==> src/rtl/tmr_pkg.sv <==
package tmr_pkg;
    localparam int ADDR_W = 8;

    localparam logic [ADDR_W-1:0] OFS_MATCH0 = 8'h00;
    localparam logic [ADDR_W-1:0] OFS_COUNT  = 8'h10;
    localparam logic [ADDR_W-1:0] OFS_STATUS = 8'h14;
    localparam logic [ADDR_W-1:0] OFS_WDARM  = 8'h18;
    localparam logic [ADDR_W-1:0] OFS_IEN    = 8'h1C;

    typedef enum logic {
        CH_IDLE,
        CH_PEND
    } chan_state_e;

    typedef enum logic [1:0] {
        WD_OFF,
        WD_ARMED,
        WD_FIRE
    } wd_state_e;
endpackage

==> src/rtl/tmr_decode.sv <==
module tmr_decode
    import tmr_pkg::*;
#(
    parameter int NCH = 4
) (
    input  logic              wr_en,
    input  logic [ADDR_W-1:0] addr,
    output logic [NCH-1:0]    match_we,
    output logic              cnt_we,
    output logic              stat_we,
    output logic              wdarm_we,
    output logic              ien_we
);
    for (genvar i = 0; i < NCH; i++) begin : g_match_we
        assign match_we[i] = wr_en && (addr == OFS_MATCH0 + ADDR_W'(4 * i));
    end

    assign cnt_we   = wr_en && (addr == OFS_COUNT);
    assign stat_we  = wr_en && (addr == OFS_STATUS);
    assign wdarm_we = wr_en && (addr == OFS_WDARM);
    assign ien_we   = wr_en && (addr == OFS_IEN);
endmodule

==> src/rtl/tmr_counter.sv <==
module tmr_counter #(
    parameter int DW = 32
) (
    input  logic          clk,
    input  logic          rst_n,
    input  logic          tick,
    input  logic          load,
    input  logic [DW-1:0] load_val,
    output logic [DW-1:0] cnt_q,
    output logic [DW-1:0] cnt_next,
    output logic          advance
);
    // A load replaces the tick of the same cycle.
    assign advance  = tick && !load;
    assign cnt_next = cnt_q + DW'(1);

    always_ff @(posedge clk) begin
        if (!rst_n) begin
            cnt_q <= '0;
        end else if (load) begin
            cnt_q <= load_val;
        end else if (advance) begin
            cnt_q <= cnt_next;
        end
    end
endmodule

==> src/rtl/tmr_channel.sv <==
module tmr_channel
    import tmr_pkg::*;
#(
    parameter int DW = 32
) (
    input  logic          clk,
    input  logic          rst_n,
    input  logic          cmp_we,
    input  logic [DW-1:0] wdata,
    input  logic          advance,
    input  logic [DW-1:0] cnt_next,
    input  logic          enable,
    input  logic          clear,
    output logic [DW-1:0] cmp_q,
    output logic          hit,
    output logic          pend
);
    chan_state_e state_q, state_d;
    logic        rec;

    always_ff @(posedge clk) begin
        if (!rst_n) begin
            cmp_q <= '0;
        end else if (cmp_we) begin
            cmp_q <= wdata;
        end
    end

    // Only the tick that produces the equal value counts.
    assign hit = advance && (cnt_next == cmp_q);
    assign rec = hit && enable;

    always_comb begin
        state_d = state_q;
        unique case (state_q)
            CH_IDLE: if (rec)            state_d = CH_PEND;
            CH_PEND: if (clear && !rec)  state_d = CH_IDLE;
            default:                     state_d = CH_IDLE;
        endcase
    end

    always_ff @(posedge clk) begin
        if (!rst_n) begin
            state_q <= CH_IDLE;
        end else begin
            state_q <= state_d;
        end
    end

    always_comb begin
        pend = (state_q == CH_PEND);
    end
endmodule

==> src/rtl/tmr_watchdog.sv <==
module tmr_watchdog
    import tmr_pkg::*;
#(
    parameter int DW = 32
) (
    input  logic          clk,
    input  logic          rst_n,
    input  logic          arm_we,
    input  logic [DW-1:0] wdata,
    input  logic          hit,
    output logic [DW-1:0] arm_q,
    output logic          fire
);
    wd_state_e state_q, state_d;
    logic      trip;

    assign trip = (state_q == WD_ARMED) && hit;

    // The trip clears the arm register and wins over a same-cycle write.
    always_ff @(posedge clk) begin
        if (!rst_n) begin
            arm_q <= '0;
        end else if (trip) begin
            arm_q <= '0;
        end else if (arm_we) begin
            arm_q <= wdata;
        end
    end

    always_comb begin
        state_d = state_q;
        unique case (state_q)
            WD_OFF: begin
                if (arm_we && wdata[0]) state_d = WD_ARMED;
            end
            WD_ARMED: begin
                if (hit)                      state_d = WD_FIRE;
                else if (arm_we && !wdata[0]) state_d = WD_OFF;
            end
            WD_FIRE: begin
                if (arm_we && wdata[0]) state_d = WD_ARMED;
                else                    state_d = WD_OFF;
            end
            default: state_d = WD_OFF;
        endcase
    end

    always_ff @(posedge clk) begin
        if (!rst_n) begin
            state_q <= WD_OFF;
        end else begin
            state_q <= state_d;
        end
    end

    always_comb begin
        fire = (state_q == WD_FIRE);
    end
endmodule

==> src/rtl/tmr_match_wdog.sv <==
module tmr_match_wdog
    import tmr_pkg::*;
#(
    parameter int DW  = 32,
    parameter int NCH = 4,
    parameter int IEW = 12
) (
    input  logic              clk,
    input  logic              rst_n,
    input  logic              tick,
    input  logic              wr_en,
    input  logic [ADDR_W-1:0] addr,
    input  logic [DW-1:0]     wdata,
    output logic [DW-1:0]     rdata,
    output logic [NCH-1:0]    irq,
    output logic              reset_req
);
    localparam int WD_CH = NCH - 1;

    logic [NCH-1:0] match_we;
    logic           cnt_we;
    logic           stat_we;
    logic           wdarm_we;
    logic           ien_we;
    logic [DW-1:0]  cnt_q;
    logic [DW-1:0]  cnt_next;
    logic           advance;
    logic [DW-1:0]  cmp_q [NCH];
    logic [NCH-1:0] chan_hit;
    logic [NCH-1:0] pend;
    logic [IEW-1:0] ien_q;
    logic [DW-1:0]  arm_q;

    tmr_decode #(.NCH(NCH)) u_decode (
        .wr_en    (wr_en),
        .addr     (addr),
        .match_we (match_we),
        .cnt_we   (cnt_we),
        .stat_we  (stat_we),
        .wdarm_we (wdarm_we),
        .ien_we   (ien_we)
    );

    tmr_counter #(.DW(DW)) u_counter (
        .clk      (clk),
        .rst_n    (rst_n),
        .tick     (tick),
        .load     (cnt_we),
        .load_val (wdata),
        .cnt_q    (cnt_q),
        .cnt_next (cnt_next),
        .advance  (advance)
    );

    for (genvar i = 0; i < NCH; i++) begin : g_chan
        tmr_channel #(.DW(DW)) u_chan (
            .clk      (clk),
            .rst_n    (rst_n),
            .cmp_we   (match_we[i]),
            .wdata    (wdata),
            .advance  (advance),
            .cnt_next (cnt_next),
            .enable   (ien_q[i]),
            .clear    (stat_we && wdata[i]),
            .cmp_q    (cmp_q[i]),
            .hit      (chan_hit[i]),
            .pend     (pend[i])
        );
    end

    tmr_watchdog #(.DW(DW)) u_wdog (
        .clk    (clk),
        .rst_n  (rst_n),
        .arm_we (wdarm_we),
        .wdata  (wdata),
        .hit    (chan_hit[WD_CH]),
        .arm_q  (arm_q),
        .fire   (reset_req)
    );

    always_ff @(posedge clk) begin
        if (!rst_n) begin
            ien_q <= '0;
        end else if (ien_we) begin
            ien_q <= wdata[IEW-1:0];
        end
    end

    assign irq = pend;

    always_comb begin
        rdata = '0;
        for (int i = 0; i < NCH; i++) begin
            if (addr == OFS_MATCH0 + ADDR_W'(4 * i)) rdata = cmp_q[i];
        end
        if (addr == OFS_COUNT)  rdata = cnt_q;
        if (addr == OFS_STATUS) rdata = DW'(pend);
        if (addr == OFS_WDARM)  rdata = arm_q;
        if (addr == OFS_IEN)    rdata = DW'(ien_q);
    end
endmodule

==> config.mk <==
export PLATFORM = sky130hd
export DESIGN_NAME = tmr_match_wdog
export DESIGN_NICKNAME = d
export VERILOG_FILES = /design/src/rtl/tmr_pkg.sv /design/src/rtl/tmr_decode.sv /design/src/rtl/tmr_counter.sv /design/src/rtl/tmr_channel.sv /design/src/rtl/tmr_watchdog.sv /design/src/rtl/tmr_match_wdog.sv
export SDC_FILE = /design/constraint.sdc
export NUM_CORES = 1
export LEC_CHECK = 0
export ABC_AREA = 1
export CELL_PAD_IN_SITES_DETAIL_PLACEMENT = 0
export CELL_PAD_IN_SITES_GLOBAL_PLACEMENT = 1
export CORE_MARGIN = 4
export CORE_UTILIZATION = 42
export DETAILED_ROUTE_END_ITERATION = 10
export PLACE_DENSITY = 0.8
export SYNTH_ARGS = -nofsm -noshare
export SYNTH_HDL_FRONTEND = slang
export SYNTH_SLANG_ARGS = --single-unit
==> constraint.sdc <==
create_clock -name clk -period 2.7 [get_ports clk]
set_input_delay 0.54 -clock clk [delete_from_list [all_inputs] [get_ports clk]]
set_output_delay 0.54 -clock clk [all_outputs]
set_load 0.02 [all_outputs]
==> reports/qor.yml <==
sta:
  setup_tns_ns: -0.0714
  hold_viol: 0
  worstMarginPinSlew_ns: 0.813
  slew_viol_final: 0
  layout_setup_ws_ns: -0.0279
  relSlewSlack_pct: 45.4
  min_period_over_period_pct: 101
  rsz0062_at_grt: "true"
  min_period_ns: 2.73
  fin_skew_ns: 0.0161
  finalSetupViolCount: 8
  max_freq_ghz: 0.367
worst_setup_path:
  cp-end-kind: "flop"
  critical_path_buf_inv_count: 4
  required_ns: 3.12
  cp_data_arrival_time_ns: 3.15
  regToRegStartpoint: "u_counter.cnt_q[1]"
  r2r_slack_ns: -0.03
  worst-setup-path-type: "reg -> reg"
  critPathCapture: "u_wdog.arm_q[8]"
  cp-start-kind: "flop"
  slowest_delay_ns: 0.38
  crit_top_cell: "nor2_4"
  r2r-end: "u_wdog.arm_q[8]"
  startpoint: "u_counter.cnt_q[1]"
  cp.depth: 17
  cp_max_fo: 8
  path_cells: "buf_6 -> nand2_4 -> nor2_4 -> buf_6 -> buf_6 -> nand4_1 -> nand2_1 -> nand2_1 -> nand2_2 -> nand3_2 -> nor2_4 -> nand2_2 -> nor2_4 -> nand4_4 -> nand2_8 -> clkbuf_16 -> nor2_4"
  rr_worst_depth: 17
  slowest_stage: "dfxtp_4"
  cpLargestDelayFamily: "simple AND/OR/NAND/NOR gates"
final_layout:
  fin_area_mm2: 0.0173
  final_layout_size_suffix_gt1_share_pct: 24.8
  antennaDiodeCount: 0
  synthToLayoutAreaGrowth_pct: 42.9
  seqCellArea_mm2: 0.00423
  fillCellCount: 2679
  fin_nets: 2274
  multi_input_area_mm2: 0.00744
  layout.cells.non_filler: 2627
pwr:
  p_leak_nw: 7.31
  swShare_pct: 23.6
  p_int_mw: 5.66
  p_seq_share_pct: 42.0
  switching_power_mw: 1.75
  ir_drop_uv: 447
  p_per_area_mw_per_mm2: 430
  p_comb_share_pct: 6.0
  clkPwrFrac_pct: 52.0
min_path:
  hold_path_depth: 3
  min_path_type: "in -> reg"
floorplan:
  die_w_um: 178
  start_util_pct: 43.0
  dieArea_mm2: 0.0315
  io_pins: 81
  rows: 61
  core_mm2: 0.0281
  die_y_um: 178
cts:
  cts_sinks: 210
  clock_latency_ns: 0.55
  cts.htree.levels: 1
  root_buffer: "clkbuf_16"
  clk_pin_slew_worst_paths_ns: 0.07
  numCtsBuffers: 26
  max-clock-path-buffers: 3
  cts_tree: "yes"
drt:
  drc_errors: 0
  dr_wl_met2_mm: 23.7
  first_pass_iters: 5
  wl_met1_mm: 22.5
  wl_per_cell_um: 19.9
  wl_mm: 52.2
  avgViaCountPerCell: 5.44
  first_iter_violations: 1516
  top_layer_used: "met4"
  vias: 14287
  met3_wirelength_mm: 3.78
  ant_nets: 0
grt:
  antenna_found_initial: 0
  grt_max_degree: 64
  grt_pass1_wl_mm: 76.6
  grt_usage_pct: 31.6
  grt-ovfl-total: 0
  grt_pass1_vias: 13104
synthesis:
  yosysSeqAreaShare_pct: 34.8
  synth-edff-count: 0
  yosysUniqueCellTypes: 40
  synthesis.area_mm2: 0.0121
  ys.flop_type: "dfxtp_1"
  ys_seq_elements: 210
  syn-num-nets: 1966
  synthCells: 1921
  avgSynthCellArea_um2: 6.29
  synthArstFlopShare_pct: 0
  synth_warnings: 0
job:
  drv_cap: 0
placed_design:
  dp_hpwl_mm: 36.7
  dp_cells: 2550
  dpl_cell_area_mm2: 0.0152
  gp_congestion: 0.994
  numPortBuffers: 80
status:
  outcome: "finished, violations left"
  violations: "negative setup slack"
what timing repair did:
item / in CTS / in global routing
hold buffers: 0 / 0
resized for setup: 267 / 134
cloned: 6 / 2
setup buffers: 12 / 9
pin swaps: 30 / 41
endpoints found under the setup margin: 70 / 70
synthesized netlist by cell type, drive strengths merged, types with 4 or more instances:
cell | count | area [µm²]
nand3b | 5 | 37.5
o221ai | 8 | 70.1
inv | 207 | 777
xor2 | 34 | 298
nand2 | 503 | 1950
dfxtp | 210 | 4200
clkinv | 4 | 15.0
clkbuf | 75 | 282
o2111ai | 4 | 35.0
nand4 | 11 | 75.1
a31oi | 21 | 131
o21ai | 217 | 1090
o22ai | 42 | 263
buf | 11 | 82.6
nor3 | 4 | 20.0
a21oi | 128 | 641
nor2 | 276 | 1130
a211oi | 18 | 135
a221oi | 12 | 105
nand3 | 107 | 541
o211ai | 11 | 82.6
stage by stage:
stage	util [%]	hold slack (ns)	power (mW)	setup WS [ns]
after floorplan	-	0.430	3.34	0.0507
after global placement	54.2	0.447	3.57	-0.709
after detailed placement	54.2	0.452	3.58	-0.729
after CTS	59.6	0.337	7.40	0.000614
after global routing	61.5	0.362	7.60	-0.0755
final	61.5	0.366	7.42	-0.0279
placed cells by master (no fill, tap or decap), types with 28 or more instances in the layout:
cell             Yosys  layout
xor2_1              34      33
o21ai_0            217     205
o22ai_1             42      29
dfxtp_1            210     195
clkbuf_16            0      29
inv_1              205     193
a21oi_1            128     126
buf_12               0      28
nor2_2              20      38
nand2_2             21      30
buf_4                5     249
nand2_1            481     464
nand3_1            106      94
nor2_1             251     212
clkdlybuf4s50_1      0      39
tightest hold or removal path, cell delays in order:
cell and delay, ns:
buf_4 0.18, o21ai_0 0.09, a21oi_1 0.04
sequential cells by signal, indices dropped and copies added, names as in the netlist:
| register | cells |
|---|---|
| u_counter.cnt_q | 32 |
| ien_q | 12 |
| g_chan.u_chan.pend | 4 |
| u_wdog.state_q | 2 |
| u_wdog.arm_q | 32 |
| g_chan.u_chan.cmp_q | 128 |
logic make-up (layout without fill, tap and decap cells):
group	after synthesis	in the layout	synth area share (%)
multiplexers	1	1	0.0829
flip-flops	210	210	34.8
XOR/XNOR	37	37	2.68
AND/OR/NAND/NOR	906	906	31.1
buffers and inverters	297	625	9.57
AO/OA/AOI/OAI	469	469	21.7
adder cells (fa/ha/maj)	1	1	0.104
worst min path at each step:
stage / start / slack, ns / endpoint
after floorplan: ien_q[6] / 0.43 / ien_q[6]
final: rst_n / 0.37 / g_chan[3].u_chan.cmp_q[2]
after global placement: ien_q[6] / 0.45 / ien_q[6]
after CTS: rst_n / 0.34 / g_chan[0].u_chan.cmp_q[0]
after detailed placement: ien_q[4] / 0.45 / ien_q[4]
after global routing: rst_n / 0.36 / g_chan[0].u_chan.cmp_q[0]
power groups by stage:
stage / registers (mW) / clock network (mW) / logic [mW]
final: 3.12 / 3.85 / 0.448
after global routing: 3.12 / 4.01 / 0.471
after CTS: 3.11 / 3.88 / 0.411
after detailed placement: 3.18 / 0 / 0.393
after global placement: 3.18 / 0 / 0.391
after floorplan: 3.18 / 0 / 0.159
area by class of cell:
| class | count | share of cell area, % |
|---|---|---|
| Timing Repair Buffer | 366 | 19.7 |
| Clock inverter | 11 | 1.07 |
| Multi-Input combinational cell | 1414 | 43.1 |
| Sequential cell | 210 | 24.5 |
| Clock buffer | 37 | 4.30 |
| Tap cell | 378 | 2.74 |
| Inverter | 211 | 4.65 |
layer usage:
layer | track usage (%) | vias up
met5 | 0 | -
met4 | 10.1 | 0
met3 | 3.81 | 135
met2 | 52.4 | 622
met1 | 43.0 | 6614
li1 | - | 6916
Note: power is estimated with default switching activity, not from simulation.
